===== src/rtl/cdt_pkg.sv =====
package cdt_pkg;
  typedef enum logic [1:0] {
    MODE_IDLE     = 2'd0,
    MODE_PERIODIC = 2'd1,
    MODE_ONESHOT  = 2'd2
  } cdt_mode_e;
endpackage


===== src/rtl/cdt_prescale.sv =====
module cdt_prescale #(
  parameter int PER_W = 16
) (
  input  logic             clk,
  input  logic             rst,
  input  logic             clr,
  input  logic             run,
  input  logic             tick_en,
  input  logic [PER_W-1:0] period,
  output logic             step
);
  logic [PER_W-1:0] pre_q;
  logic             last;

  assign last = (pre_q == period - PER_W'(1));
  assign step = run & tick_en & last;

  always_ff @(posedge clk) begin
    if (rst || clr) begin
      pre_q <= '0;
    end else if (run && tick_en) begin
      pre_q <= last ? '0 : pre_q + PER_W'(1);
    end
  end
endmodule


===== src/rtl/cdt_core.sv =====
module cdt_core
  import cdt_pkg::*;
#(
  parameter int CNT_W = 32,
  parameter int PER_W = 16
) (
  input  logic             clk,
  input  logic             rst,
  input  logic             step,
  input  logic             run_periodic,
  input  logic             run_oneshot,
  input  logic             stop,
  input  logic             set_count,
  input  logic             set_limit,
  input  logic             limit_reload,
  input  logic             set_period,
  input  logic [CNT_W-1:0] wr_data,
  output logic             restart,
  output logic [PER_W-1:0] period_o,
  output logic [CNT_W-1:0] count_o,
  output cdt_mode_e        mode_o,
  output logic             irq_o
);
  cdt_mode_e        mode_q, mode_n;
  logic [CNT_W-1:0] cnt_q, cnt_n, lim_q, lim_n;
  logic [PER_W-1:0] per_q, per_n;
  logic             irq_n, expire, running;

  assign running = (mode_q != MODE_IDLE);

  always_comb begin
    mode_n  = mode_q;
    cnt_n   = cnt_q;
    lim_n   = lim_q;
    per_n   = per_q;
    irq_n   = 1'b0;
    restart = 1'b0;
    expire  = 1'b0;
    if (stop) begin
      mode_n = MODE_IDLE;
    end else if (set_period) begin
      per_n   = wr_data[PER_W-1:0];
      restart = 1'b1;
      if (running && wr_data[PER_W-1:0] == '0) mode_n = MODE_IDLE;
    end else if (set_limit) begin
      lim_n = wr_data;
      if (limit_reload) begin
        cnt_n   = wr_data;
        restart = 1'b1;
        if (running && wr_data == '0) expire = 1'b1;
      end
    end else if (set_count) begin
      cnt_n   = wr_data;
      restart = 1'b1;
      if (running && wr_data == '0) expire = 1'b1;
    end else if (run_periodic || run_oneshot) begin
      if (!running && per_q != '0 && !(cnt_q == '0 && lim_q == '0)) begin
        mode_n  = run_periodic ? MODE_PERIODIC : MODE_ONESHOT;
        restart = 1'b1;
        if (cnt_q == '0) cnt_n = lim_q;
      end
    end else if (step && running) begin
      if (cnt_q <= CNT_W'(1)) expire = 1'b1;
      else                    cnt_n = cnt_q - CNT_W'(1);
    end

    if (expire) begin
      irq_n = 1'b1;
      if (mode_q == MODE_PERIODIC && lim_n != '0) begin
        cnt_n = lim_n;
      end else begin
        mode_n = MODE_IDLE;
        cnt_n  = '0;
      end
    end
  end

  always_ff @(posedge clk) begin
    if (rst) begin
      mode_q <= MODE_IDLE;
      cnt_q  <= '0;
      lim_q  <= '0;
      per_q  <= '0;
      irq_o  <= 1'b0;
    end else begin
      mode_q <= mode_n;
      cnt_q  <= cnt_n;
      lim_q  <= lim_n;
      per_q  <= per_n;
      irq_o  <= irq_n;
    end
  end

  assign count_o  = cnt_q;
  assign mode_o   = mode_q;
  assign period_o = per_q;
endmodule


===== src/rtl/cdt_timer.sv =====
module cdt_timer
  import cdt_pkg::*;
#(
  parameter int CNT_W = 32,
  parameter int PER_W = 16
) (
  input  logic             clk,
  input  logic             rst,
  input  logic             tick_en,
  input  logic             run_periodic,
  input  logic             run_oneshot,
  input  logic             stop,
  input  logic             set_count,
  input  logic             set_limit,
  input  logic             limit_reload,
  input  logic             set_period,
  input  logic [CNT_W-1:0] wr_data,
  output logic [CNT_W-1:0] count_o,
  output logic [1:0]       mode_o,
  output logic             irq_o
);
  logic             step, restart;
  logic [PER_W-1:0] period;
  cdt_mode_e        mode;

  cdt_prescale #(.PER_W(PER_W)) u_pre (
    .clk(clk), .rst(rst), .clr(restart), .run(mode != MODE_IDLE),
    .tick_en(tick_en), .period(period), .step(step)
  );

  cdt_core #(.CNT_W(CNT_W), .PER_W(PER_W)) u_core (
    .clk(clk), .rst(rst), .step(step),
    .run_periodic(run_periodic), .run_oneshot(run_oneshot), .stop(stop),
    .set_count(set_count), .set_limit(set_limit), .limit_reload(limit_reload),
    .set_period(set_period), .wr_data(wr_data), .restart(restart),
    .period_o(period), .count_o(count_o), .mode_o(mode), .irq_o(irq_o)
  );

  assign mode_o = mode;
endmodule


===== config.mk =====
export PLATFORM = sky130hd
export DESIGN_NAME = cdt_timer
export DESIGN_NICKNAME = d
export VERILOG_FILES = /design/src/rtl/cdt_pkg.sv /design/src/rtl/cdt_prescale.sv /design/src/rtl/cdt_core.sv /design/src/rtl/cdt_timer.sv
export SDC_FILE = /design/constraint.sdc
export NUM_CORES = 1
export LEC_CHECK = 0
export ABC_AREA = 1
export BUFFER_PORTS_ARGS = -buffer_cell sky130_fd_sc_hd__buf_2
export CAP_MARGIN = 5
export CORE_ASPECT_RATIO = 1.5
export CORE_MARGIN = 2
export CORE_UTILIZATION = 40
export CTS_CLUSTER_DIAMETER = 60
export DETAILED_ROUTE_END_ITERATION = 10
export GPL_TIMING_DRIVEN = 0
export PLACE_DENSITY = 0.62
export SLEW_MARGIN = 5
export SYNTH_ARGS = -nofsm -noshare
export SYNTH_HDL_FRONTEND = slang
export SYNTH_SLANG_ARGS = --single-unit

===== constraint.sdc =====
create_clock -name clk -period 2.7 [get_ports clk]
set_clock_uncertainty 0.15 [all_clocks]
set_input_delay 0.27 -clock clk [delete_from_list [all_inputs] [get_ports clk]]
set_output_delay 0.27 -clock clk [all_outputs]
set_load 0.1 [all_outputs]

== Word level (Yosys, flattened, before mapping) ==
Index checks and enable logic that the tools add are counted.
Widths: inputs -> output; s select.

* Output and inout bits: 35
* Memories kept: 0
* Bits in read-only memories: 0
* RAM bits: 0
* Word-level logic and storage cells: 86
* Bits in registers: 99
* Latch bits: 0

* Reduce and logical (&&, ||, !) cells: 22
* Bitwise operators: 3
* Equal/unequal tests: 8
* Muxes and demuxes: 43
* Div/mod/pow operators: 0
* $mul: 0
* Shifts and indexed selects: 0
* Order comparisons: 1
* Add/subtract/negate cells: 3

{| class="wikitable"
|+ Operators by type and width
! operator !! number
|-
| $mux 32 || 15
|-
| $logic_not 32->1 || 3
|-
| $le 32x1->1 const B || 1
|-
| $reduce_bool 32->1 || 1
|-
| $sub 32x1->32 const B || 1
|-
| $mux 2 || 10
|-
| $mux 1 || 17
|-
| $add 16x1->16 const B || 1
|-
| $eq 16x16->1 || 1
|-
| $logic_not 16->1 || 1
|-
| $mux 16 || 1
|-
| $reduce_bool 16->1 || 1
|-
| $sub 16x1->16 const B || 1
|-
| $ne 5x4->1 const B || 2
|-
| $logic_and 1x1->1 || 8
|-
| $reduce_and 7->1 || 1
|-
| $ne 5x3->1 const B || 1
|-
| $reduce_bool 5->1 || 1
|-
| $ne 2x1->1 const B || 2
|-
| $ne 3x1->1 const B || 1
|-
| $and 1x1->1 || 2
|-
| $eq 2x1->1 const B || 1
|-
| $logic_not 1->1 || 2
|-
| $logic_or 1x1->1 || 2
|-
| 3 further kinds || 3
|}

== Logic depth before layout (Yosys ltp) ==
Gate-level depths: netlist of the first run.

* Depth in word-level cells: 12
* Gate-level depth with buffers: 24
* Mapped depth without buffers: 22

== By module ==
Synthesis of the first run repeated with hierarchy kept, for this count alone.

* Cells, all modules: 1263
* Area, all modules: 7478.4 µm²

{| class="wikitable"
|+ Modules (own cells, without submodules)
! module !! area an instance (µm²) !! cells each !! instances !! seq. area each (µm²)
|-
| cdt_core || 5833.1 || 1000 || 1 || 1661.6
|-
| cdt_prescale || 1634.1 || 260 || 1 || 320.3
|-
| cdt_timer || 11.3 || 3 || 1 || 0.0
|}

== Worst setup path after synthesis of the first run ==
OpenSTA, ideal clock, no wires.

* Path type: flip-flop to flip-flop
* From: register u_core.cnt_q[0], in the netlist u_core.count_o[0]
* To: register u_core.cnt_q[12], in the netlist u_core.count_o[12]
* Clock period less this slack: 3134 ps
* Data required time: 2433 ps
* Path slack: -434 ps
* Stages on the path, launching flop included: 18
* Arrival time: 2867 ps
* Cell sequence: dfxtp_1 > inv_1 > ha_1 > nand3_2 > inv_2 > nand2_1 > nor2_2 > nand2_1 > nand2_1 > and3_1 > nand4_1 > nand2_2 > a21oi_4 > nand2_2 > buf_6 > buf_6 > nor2_1 > nor2_1

* Cells in the longest elaborated chain, start to end: 10

{| class="wikitable"
|+ RTL lines
! what !! RTL line !! text
|-
| start, declared || cdt_core.sv:25 || <nowiki>logic [CNT_W-1:0] cnt_q, cnt_n, lim_q, lim_n;</nowiki>
|-
| start signal, assigned || cdt_core.sv:87 || <nowiki>cnt_q <= cnt_n;</nowiki>
|-
| $le 32x1->1 || cdt_core.sv:63 || <nowiki>if (cnt_q <= CNT_W'(1)) expire = 1'b1;</nowiki>
|-
| $mux 1 || cdt_core.sv:63 ||
|-
| $mux 1 || cdt_core.sv:62 || <nowiki>end else if (step && running) begin</nowiki>
|-
| $mux 1 || cdt_core.sv:56 || <nowiki>end else if (run_periodic || run_oneshot) begin</nowiki>
|-
| $mux 1 || cdt_core.sv:52 || <nowiki>end else if (set_count) begin</nowiki>
|-
| $mux 1 || cdt_core.sv:45 || <nowiki>end else if (set_limit) begin</nowiki>
|-
| $mux 1 || cdt_core.sv:41 || <nowiki>end else if (set_period) begin</nowiki>
|-
| $mux 1 || cdt_core.sv:39 || <nowiki>if (stop) begin</nowiki>
|-
| $ne 5x4->1 (no source line) (tied with other cells) || - ||
|-
| $reduce_and 7->1 (no source line) || - ||
|}

Several ways; a longest one is shown, not always the timed one. The select of a mux whose other input is x is not followed.
A chain may end at the register's enable or synchronous reset.

== Worst setup path in the final report of the first run ==
* From: register u_core.cnt_q[0], in the netlist u_core.count_o[0]
* To: register u_core.cnt_q[3], in the netlist u_core.count_o[3]

The elaborated chain is that of the path after synthesis.

==> results of run 1 <==
## through the flow
stage | hold WS [ns] | utilization (%) | setup WS (ns) | total power [mW] | area, um^2
2_1_floorplan | 0.255 | - | 0.00441 | 2.65 | 7070
3_3_place_gp | 0.341 | 44.6 | -0.521 | 3.04 | 7710
3_5_place_dp | 0.351 | 44.6 | -0.520 | 3.05 | 7710
4_1_cts | 0.0541 | 49.1 | -0.155 | 4.39 | 8480
5_1_grt | 0.0699 | 50.9 | -0.296 | 4.69 | 8790
6_report | 0.0712 | 50.9 | -0.184 | 4.50 | 8790
## per-layer routing
| layer | routed length (um) | up-vias | global-route usage [%] |
|---|---|---|---|
| met5 | 0 | - | 0 |
| met4 | 2510 | 0 | 23.2 |
| met3 | 1840 | 117 | 4.80 |
| met2 | 15100 | 364 | 56.9 |
| met1 | 10600 | 3846 | 33.4 |
| li1 | - | 3994 | - |
## cell families (layout without fill, tap and decap cells)
kind of cell,after synthesis,after routing
xor+xnor,28,28
flops,99,99
compound gates,164,164
simple gates,673,673
buf+inv,210,323
fa+ha+maj,4,4
## worst max-delay path by stage
stage / slack, ns / endpoint
final: -0.18 / u_core.count_o[3]$_SDFFE_PP0P_
after global routing: -0.30 / u_core.count_o[14]$_SDFFE_PP0P_
after CTS: -0.15 / u_core.count_o[28]$_SDFFE_PP0P_
after detailed placement: -0.52 / u_core.count_o[9]$_SDFFE_PP0P_
after global placement: -0.52 / u_core.count_o[9]$_SDFFE_PP0P_
after floorplan: 0.004 / u_core.count_o[23]$_SDFFE_PP0P_
## sequential cells by signal, summed over array words and instances (netlist names)
| name | flops |
|---|---|
| u_pre.pre_q | 16 |
| u_core.irq_o | 1 |
| u_core.lim_q | 32 |
| u_core.mode_o | 2 |
| u_core.count_o | 32 |
| u_core.period_o | 16 |
## worst max-delay path, stage by stage, from the launching register on
cell and delay, ns:
sky130_fd_sc_hd__dfxtp_4 0.36, sky130_fd_sc_hd__inv_2 0.10, sky130_fd_sc_hd__ha_4 0.18, sky130_fd_sc_hd__nand3_4 0.11, sky130_fd_sc_hd__inv_2 0.10, sky130_fd_sc_hd__nand2_1 0.11, sky130_fd_sc_hd__nor2_2 0.12, sky130_fd_sc_hd__nand2_1 0.08
sky130_fd_sc_hd__nand2_1 0.06, sky130_fd_sc_hd__and3_4 0.20, sky130_fd_sc_hd__nand4_1 0.22, sky130_fd_sc_hd__nand2_2 0.20, sky130_fd_sc_hd__a21oi_4 0.08, sky130_fd_sc_hd__buf_12 0.16, sky130_fd_sc_hd__nand2_8 0.10, sky130_fd_sc_hd__buf_8 0.15
sky130_fd_sc_hd__nand2_1 0.07, sky130_fd_sc_hd__nor2_2 0.15, sky130_fd_sc_hd__nor2_1 0.06
## layout make-up
class / instances / share of cell area [%]
multi-input cells: 869 / 53.4
flip-flops and latches: 99 / 22.9
inverters: 166 / 7.21
repair buffers: 98 / 6.89
plain buffers: 44 / 3.38
well taps: 213 / 3.03
clock buffers: 12 / 2.92
clock inverters: 3 / 0.256
## synth_stat cells, drive strengths merged (2+ instances only)
| library cell | count | area share (%) |
|---|---|---|
| buf | 19 | 1.5 |
| nor4 | 11 | 0.98 |
| o221ai | 3 | 0.37 |
| a31oi | 3 | 0.27 |
| ha | 4 | 0.71 |
| o211ai | 7 | 0.75 |
| a22oi | 10 | 1.1 |
| nor2 | 214 | 12 |
| inv | 165 | 8.8 |
| a22o | 5 | 0.62 |
| xnor2 | 7 | 0.87 |
| and3 | 2 | 0.18 |
| nand2 | 289 | 16 |
| xor2 | 21 | 2.6 |
| nand4 | 35 | 3.1 |
| a21oi | 59 | 4.4 |
| o22ai | 4 | 0.36 |
| o21a | 13 | 1.4 |
| dfxtp | 99 | 28 |
| nand3 | 97 | 7.3 |
| clkbuf | 25 | 1.3 |
| nor3 | 7 | 0.57 |
| nand3b | 11 | 1.2 |
| o21ai | 55 | 3.9 |
| or2 | 3 | 0.27 |
## power by group through the flow
stage          Clock [mW]  Combinational (mW)  Sequential, mW
2_1_floorplan           0               0.755            1.90
3_3_place_gp            0                1.39            1.65
3_5_place_dp            0                1.39            1.65
4_1_cts              1.30                1.48            1.62
5_1_grt              1.35                1.70            1.64
6_report             1.30                1.58            1.63
## repair_timing
item                                    CTS  global route
gates resized for setup                  93            83
endpoints found under the hold margin     0             0
endpoints found under the setup margin   49            45
gates cloned                              3             1
buffers inserted                         17             5
pin swaps                                20            33
==> impl_metrics.xml, run 1 <==
<?xml version="1.0" encoding="UTF-8"?>
<metrics>
  <group name="place">
    <metric name="place_inst" unit="">1466</metric>
    <metric name="detailed_place_hpwl" unit="um">23000</metric>
    <metric name="finalWeightedCongestion" unit="">0.970</metric>
    <metric name="numPortBuffers" unit="">75</metric>
  </group>
  <group name="power_and_ir_drop">
    <metric name="worst_ir_drop_vdd" unit="mV">0.344</metric>
    <metric name="power.share.switching" unit="%">40.6</metric>
    <metric name="share_comb_of_total_power" unit="%">35.0</metric>
    <metric name="power_frac_seq" unit="%">36.1</metric>
    <metric name="total_leakage_power" unit="nW">4.23</metric>
    <metric name="total_switching_power" unit="mW">1.83</metric>
    <metric name="internal_power" unit="mW">2.67</metric>
    <metric name="power_density" unit="nW/um^2">513</metric>
    <metric name="share_clk_of_total_power" unit="%">28.8</metric>
  </group>
  <group name="setup_path">
    <metric name="cp-end-kind" unit="">register</metric>
    <metric name="setup.worst_path.start_class" unit="">register</metric>
    <metric name="timing.critical_path.fanout_max" unit="">6</metric>
    <metric name="reg2reg_setup_slack" unit="ns">-0.18</metric>
    <metric name="timing.reg2reg.worst_path_depth" unit="">18</metric>
    <metric name="critical_path_startpoint" unit="">u_core.count_o[0]$_SDFFE_PP0P_</metric>
    <metric name="worstPathRequired" unit="ns">2.80</metric>
    <metric name="reg2reg_from" unit="">u_core.count_o[0]$_SDFFE_PP0P_</metric>
    <metric name="crit-reg2reg-capture" unit="">u_core.count_o[3]$_SDFFE_PP0P_</metric>
    <metric name="arrival" unit="ns">2.98</metric>
    <metric name="timing_worst_setup_path_type" unit="">reg -&gt; reg</metric>
  </group>
  <group name="timing">
    <metric name="worst-slew-pin-transition" unit="ns">0.774</metric>
    <metric name="worst_setup_margin" unit="ns">-0.184</metric>
    <metric name="setup_viol" unit="">32</metric>
    <metric name="timing.fmax" unit="MHz">347</metric>
    <metric name="relSlewSlack" unit="%">48.2</metric>
    <metric name="timing.setup.tns" unit="ns">-3.50</metric>
    <metric name="drv_slew" unit="">0</metric>
    <metric name="fin_crit" unit="ns">2.88</metric>
    <metric name="grt_setup_unrepaired" unit="">yes</metric>
    <metric name="report.final.hold_viol_count" unit="">0</metric>
    <metric name="post-route-period-util" unit="%">107</metric>
  </group>
  <group name="final_layout">
    <metric name="layout_commonest_cell" unit="">sky130_fd_sc_hd__nand2_1</metric>
    <metric name="fillerInstances" unit="">1886</metric>
    <metric name="layout.cells.most_common_list" unit="">sky130_fd_sc_hd__nand2_1, sky130_fd_sc_hd__nor2_1, sky130_fd_sc_hd__inv_1</metric>
    <metric name="fraction_of_final_layout_cells_sized_beyond_drive_strength_1" unit="%">22.5</metric>
    <metric name="num_antenna_cells" unit="">0</metric>
    <metric name="post_layout_nonfiller_instances" unit="">1504</metric>
    <metric name="area_growth" unit="%">24.7</metric>
    <metric name="design.final.nets" unit="">1333</metric>
    <metric name="layout.area.seq" unit="um^2">2010</metric>
    <metric name="multiInputGateArea" unit="um^2">4690</metric>
  </group>
  <group name="status">
    <metric name="violations_in_the_final_reports" unit="">setup timing</metric>
    <metric name="run_status" unit="">finished with violations</metric>
  </group>
  <group name="global_route">
    <metric name="globalRouteTotalUtil" unit="%">31.9</metric>
    <metric name="global_route.overflow_total" unit="">0</metric>
    <metric name="grt_start_max_net_pins" unit="">16</metric>
    <metric name="grt_pass1_vias" unit="">8026</metric>
    <metric name="grt_antenna_before_repair" unit="">0</metric>
    <metric name="grt_first_pass_wirelength" unit="um">45100</metric>
  </group>
  <group name="logic_synthesis">
    <metric name="synth-warning-count" unit="">0</metric>
    <metric name="mux_share_of_post_synthesis_cell_area" unit="%">0</metric>
    <metric name="synth-xor-area-share" unit="%">3.48</metric>
    <metric name="main_combinational_cell_family_by_area_after_synthesis" unit="">simple AND/OR/NAND/NOR gates</metric>
    <metric name="leading_register_cell_type_out_of_synthesis" unit="">sky130_fd_sc_hd__dfxtp_1</metric>
    <metric name="post_synth_edffs" unit="">0</metric>
    <metric name="synthArstFlopShare" unit="%">0</metric>
    <metric name="synth-compound-area-share" unit="%">13.7</metric>
    <metric name="synth_adder_area_share" unit="%">0.710</metric>
    <metric name="share_of_synthesized_area_occupied_by_flip_flops_and_latches" unit="%">28.1</metric>
    <metric name="synthesis.instances" unit="">1178</metric>
    <metric name="syn_area" unit="um^2">7040</metric>
    <metric name="yosys.area_share.simple" unit="%">42.3</metric>
    <metric name="syn_avg_cell_area" unit="um^2">5.98</metric>
    <metric name="synth_seq_cells" unit="">99</metric>
    <metric name="yosys.cell_types.count" unit="">49</metric>
    <metric name="synth_fp_nets" unit="">1224</metric>
  </group>
  <group name="routing">
    <metric name="routedWlPerCell" unit="um">20.0</metric>
    <metric name="drt_iter0_markers" unit="">622</metric>
    <metric name="route.detailed.vias_per_inst" unit="">5.53</metric>
    <metric name="first_pass_iters" unit="">6</metric>
    <metric name="total_length_of_routed_wires" unit="um">30100</metric>
    <metric name="drc" unit="">0</metric>
    <metric name="detailroute.via_count" unit="">8321</metric>
    <metric name="drt.antenna.violating_nets" unit="">0</metric>
  </group>
  <group name="cts">
    <metric name="cts_buffer_depth" unit="">2</metric>
    <metric name="clock_tree.root_cell" unit="">sky130_fd_sc_hd__clkbuf_16</metric>
    <metric name="cts_num_sinks" unit="">99</metric>
    <metric name="clock_pin_slew_reported_for_the_worst_setup_and_hold_paths_after_clock_tree_synthesis" unit="ns">0.07</metric>
    <metric name="cts_htree_levels" unit="">3</metric>
    <metric name="postCtsHoldBufs" unit="">0</metric>
    <metric name="tritoncts.num_buffers" unit="">9</metric>
    <metric name="tritoncts" unit="">built</metric>
    <metric name="clkLatencyLatePin" unit="ns">0.37</metric>
  </group>
  <group name="floorplanning">
    <metric name="design.core.area" unit="um^2">17300</metric>
    <metric name="fp.dieW" unit="um">112</metric>
    <metric name="initial_core_util" unit="%">40.8</metric>
    <metric name="die_height" unit="um">167</metric>
    <metric name="placement_rows" unit="">59</metric>
    <metric name="io_pins" unit="">77</metric>
    <metric name="floorplan.die_area" unit="um^2">18700</metric>
  </group>
  <group name="hold_path">
    <metric name="hold_path_startpoint" unit="">set_period</metric>
    <metric name="min_delay_worst_endpoint" unit="">u_core.mode_o[0]$_SDFF_PP0_</metric>
    <metric name="hold_path_depth" unit="">4</metric>
    <metric name="min_path_type" unit="">in -&gt; reg</metric>
  </group>
  <group name="job">
    <metric name="timing.max_cap.violations" unit="">0</metric>
  </group>
</metrics>
Power figures use the tool's default switching activity.
==> run 2, diff against run 1 <==
--- a/config.mk
+++ b/config.mk
@@ -14,7 +14,7 @@
 export CTS_CLUSTER_DIAMETER = 60
 export DETAILED_ROUTE_END_ITERATION = 10
 export GPL_TIMING_DRIVEN = 0
-export PLACE_DENSITY = 0.62
+export PLACE_DENSITY = 0.61
 export SLEW_MARGIN = 5
 export SYNTH_ARGS = -nofsm -noshare
 export SYNTH_HDL_FRONTEND = slang
==> run 2 against run 1 <==
The run still ends with setup timing left. Sequential share of layout area up 0.50 points. Core utilization down 1.1 points. Critical path depth unchanged. Cell area down 2.2%. Count of clock-buffer cells in the layout down 2. Setup slack worse by 0.024 ns. Largest power group unchanged. Highest routed layer unchanged.
==> impl_metrics.xml, run 2 (synthesis results as in run 1) <==
<?xml version="1.0" encoding="UTF-8"?>
<metrics>
  <group name="cts">
    <metric name="tritoncts" unit="">built</metric>
    <metric name="cts_buffer_depth" unit="">2</metric>
    <metric name="clock_pin_slew_reported_for_the_worst_setup_and_hold_paths_after_clock_tree_synthesis" unit="ns">0.07</metric>
    <metric name="cts_num_sinks" unit="">99</metric>
    <metric name="cts_htree_levels" unit="">3</metric>
    <metric name="clock_tree.root_cell" unit="">sky130_fd_sc_hd__clkbuf_16</metric>
    <metric name="clkLatencyLatePin" unit="ns">0.36</metric>
    <metric name="tritoncts.num_buffers" unit="">9</metric>
  </group>
  <group name="setup_path">
    <metric name="critical_path_buf_inv_count" unit="">3</metric>
    <metric name="reg2reg_setup_slack" unit="ns">-0.21</metric>
    <metric name="reg2reg_from" unit="">u_core.period_o[0]$_SDFFE_PP0P_</metric>
    <metric name="worst_path_max_delay_cell" unit="">sky130_fd_sc_hd__dfxtp_2</metric>
    <metric name="setup.worst_path.start_class" unit="">register</metric>
    <metric name="crit-reg2reg-capture" unit="">u_core.count_o[30]$_SDFFE_PP0P_</metric>
    <metric name="timing_worst_setup_path_type" unit="">reg -&gt; reg</metric>
    <metric name="critPathMaxStageDelay" unit="ns">0.34</metric>
    <metric name="timing.critical_path.fanout_max" unit="">8</metric>
    <metric name="cp_cell_sequence" unit="">inv_4 &gt; ha_4 &gt; nand3_4 &gt; nor2_8 &gt; nand3_4 &gt; xor2_2 &gt; nor2_1 &gt; nand2_1 &gt; nor2_2 &gt; nand4_1 &gt; nand2_2 &gt; nand2_4 &gt; nand2_8 &gt; buf_8 &gt; nand3b_1 &gt; nand2_2 &gt; inv_2 &gt; nor2_2</metric>
    <metric name="cp-end-kind" unit="">register</metric>
    <metric name="arrival" unit="ns">3.06</metric>
    <metric name="path_delay_family" unit="">simple AND/OR/NAND/NOR gates</metric>
    <metric name="worstPathRequired" unit="ns">2.85</metric>
    <metric name="timing.reg2reg.worst_path_depth" unit="">18</metric>
  </group>
  <group name="power_and_ir_drop">
    <metric name="share_clk_of_total_power" unit="%">31.2</metric>
    <metric name="worst_ir_drop_vdd" unit="mV">0.285</metric>
    <metric name="power_frac_seq" unit="%">35.5</metric>
    <metric name="total_switching_power" unit="mW">1.77</metric>
    <metric name="internal_power" unit="mW">2.81</metric>
    <metric name="share_comb_of_total_power" unit="%">33.3</metric>
    <metric name="total_leakage_power" unit="nW">4.20</metric>
    <metric name="power" unit="mW">4.58</metric>
    <metric name="power_density" unit="nW/um^2">533</metric>
    <metric name="power.share.switching" unit="%">38.6</metric>
  </group>
  <group name="floorplanning">
    <metric name="fp.dieW" unit="um">112</metric>
    <metric name="io_pins" unit="">77</metric>
    <metric name="initial_core_util" unit="%">40.8</metric>
    <metric name="floorplan.die_area" unit="um^2">18700</metric>
    <metric name="die_height" unit="um">167</metric>
    <metric name="placement_rows" unit="">59</metric>
    <metric name="design.core.area" unit="um^2">17300</metric>
  </group>
  <group name="global_route">
    <metric name="grt_pass1_vias" unit="">8229</metric>
    <metric name="grt_start_max_net_pins" unit="">16</metric>
    <metric name="global_route.overflow_total" unit="">0</metric>
    <metric name="grt_antenna_before_repair" unit="">0</metric>
    <metric name="globalRouteTotalUtil" unit="%">30.4</metric>
    <metric name="grt_first_pass_wirelength" unit="um">43700</metric>
  </group>
  <group name="timing">
    <metric name="relSlewSlack" unit="%">42.0</metric>
    <metric name="drv_slew" unit="">0</metric>
    <metric name="grt_setup_unrepaired" unit="">yes</metric>
    <metric name="post-route-period-util" unit="%">108</metric>
    <metric name="fin_crit" unit="ns">2.91</metric>
    <metric name="setup_viol" unit="">32</metric>
    <metric name="timing.setup.tns" unit="ns">-4.99</metric>
    <metric name="timing.fmax" unit="MHz">344</metric>
    <metric name="worst_setup_margin" unit="ns">-0.208</metric>
    <metric name="final_worst_hold_slack" unit="ns">0.0697</metric>
    <metric name="report.final.hold_viol_count" unit="">0</metric>
    <metric name="worst-slew-pin-transition" unit="ns">0.866</metric>
  </group>
  <group name="place">
    <metric name="numPortBuffers" unit="">75</metric>
    <metric name="place_inst" unit="">1466</metric>
    <metric name="detailed_place_hpwl" unit="um">22400</metric>
    <metric name="place_ws" unit="ns">-0.620</metric>
    <metric name="finalWeightedCongestion" unit="">0.939</metric>
  </group>
  <group name="routing">
    <metric name="drc" unit="">0</metric>
    <metric name="routedWlPerCell" unit="um">19.2</metric>
    <metric name="drt.antenna.violating_nets" unit="">0</metric>
    <metric name="total_length_of_routed_wires" unit="um">28800</metric>
    <metric name="drt_iter0_markers" unit="">576</metric>
    <metric name="route.detailed.vias_per_inst" unit="">5.66</metric>
    <metric name="detailroute.via_count" unit="">8479</metric>
    <metric name="first_pass_iters" unit="">6</metric>
  </group>
  <group name="final_layout">
    <metric name="post_layout_nonfiller_instances" unit="">1499</metric>
    <metric name="fraction_of_final_layout_cells_sized_beyond_drive_strength_1" unit="%">20.3</metric>
    <metric name="num_antenna_cells" unit="">0</metric>
    <metric name="area_growth" unit="%">22.0</metric>
    <metric name="design.final.nets" unit="">1328</metric>
    <metric name="layout.cells.most_common_list" unit="">sky130_fd_sc_hd__nand2_1, sky130_fd_sc_hd__nor2_1, sky130_fd_sc_hd__inv_1</metric>
    <metric name="layout_commonest_cell" unit="">sky130_fd_sc_hd__nand2_1</metric>
  </group>
  <group name="hold_path">
    <metric name="min_delay_worst_endpoint" unit="">u_core.period_o[8]$_SDFFE_PP0P_</metric>
    <metric name="min_path_type" unit="">in -&gt; reg</metric>
    <metric name="hold_path_startpoint" unit="">wr_data[8]</metric>
    <metric name="hold_path_depth" unit="">3</metric>
  </group>
  <group name="status">
    <metric name="run_status" unit="">finished with violations</metric>
    <metric name="violations_in_the_final_reports" unit="">setup timing</metric>
  </group>
  <group name="job">
    <metric name="timing.max_cap.violations" unit="">0</metric>
  </group>
</metrics>
run 2: what timing repair did:
| item | CTS | global route |
|---|---|---|
| cloned | 3 | 0 |
| pin swaps | 18 | 20 |
| hold buffers | 0 | 0 |
| setup endpoints to repair | 48 | 43 |
| gates resized for setup | 68 | 57 |
| setup buffers | 10 | 5 |
run 2: worst max path at each step:
stage                                    startpoint                              end  slack (ns)  cells after the start
finish              u_core.period_o[0]$_SDFFE_PP0P_  u_core.count_o[30]$_SDFFE_PP0P_       -0.21                     18
global route         u_core.count_o[0]$_SDFFE_PP0P_   u_core.count_o[6]$_SDFFE_PP0P_       -0.30                     17
CTS                 u_core.period_o[0]$_SDFFE_PP0P_   u_core.count_o[6]$_SDFFE_PP0P_       -0.21                     17
detailed placement      u_core.mode_o[1]$_SDFF_PP0_  u_core.count_o[24]$_SDFFE_PP0P_       -0.62                     14
global placement        u_core.mode_o[0]$_SDFF_PP0_  u_core.count_o[24]$_SDFFE_PP0P_       -0.70                     14
floorplan           u_core.count_o[19]$_SDFFE_PP0P_  u_core.count_o[23]$_SDFFE_PP0P_       0.004                     14
run 2: tightest hold or removal path, cell delays in order:
cell and delay, ns:
sky130_fd_sc_hd__buf_2 0.14, sky130_fd_sc_hd__nor2_1 0.06, sky130_fd_sc_hd__nor2_1 0.08
run 2: layout make-up:
class                   instances  area, um^2
clock buffers                  10         239
plain buffers                  44         278
flip-flops and latches         99        2010
inverters                     166         636
fillers                      1859        8680
multi-input cells             869        4540
repair buffers                 93         547
clock inverters                 5        77.6
well taps                     213         267
run 2: through the flow:
step           util (%)  area [um^2]
3_5_place_dp       44.6         7710
5_1_grt            49.8         8600
4_1_cts            48.5         8370
6_report           49.8         8600
3_3_place_gp       44.6         7710
2_1_floorplan         -         7070
run 2: layer usage:
metal | routed length (um) | vias up | GRT usage, %
li1 | - | 3991 | -
met1 | 9750 | 3879 | 30.3
met2 | 14200 | 435 | 54.2
met3 | 1780 | 174 | 4.22
met4 | 3090 | 0 | 27.0
met5 | 0 | - | 0
run 2: power groups by stage:
stage	Sequential, mW	Combinational (mW)	Clock, mW
after global routing	1.64	1.64	1.50
after global placement	1.65	1.38	0
final	1.63	1.53	1.43
after CTS	1.62	1.45	1.44
after detailed placement	1.65	1.38	0
after floorplan	1.90	0.755	0
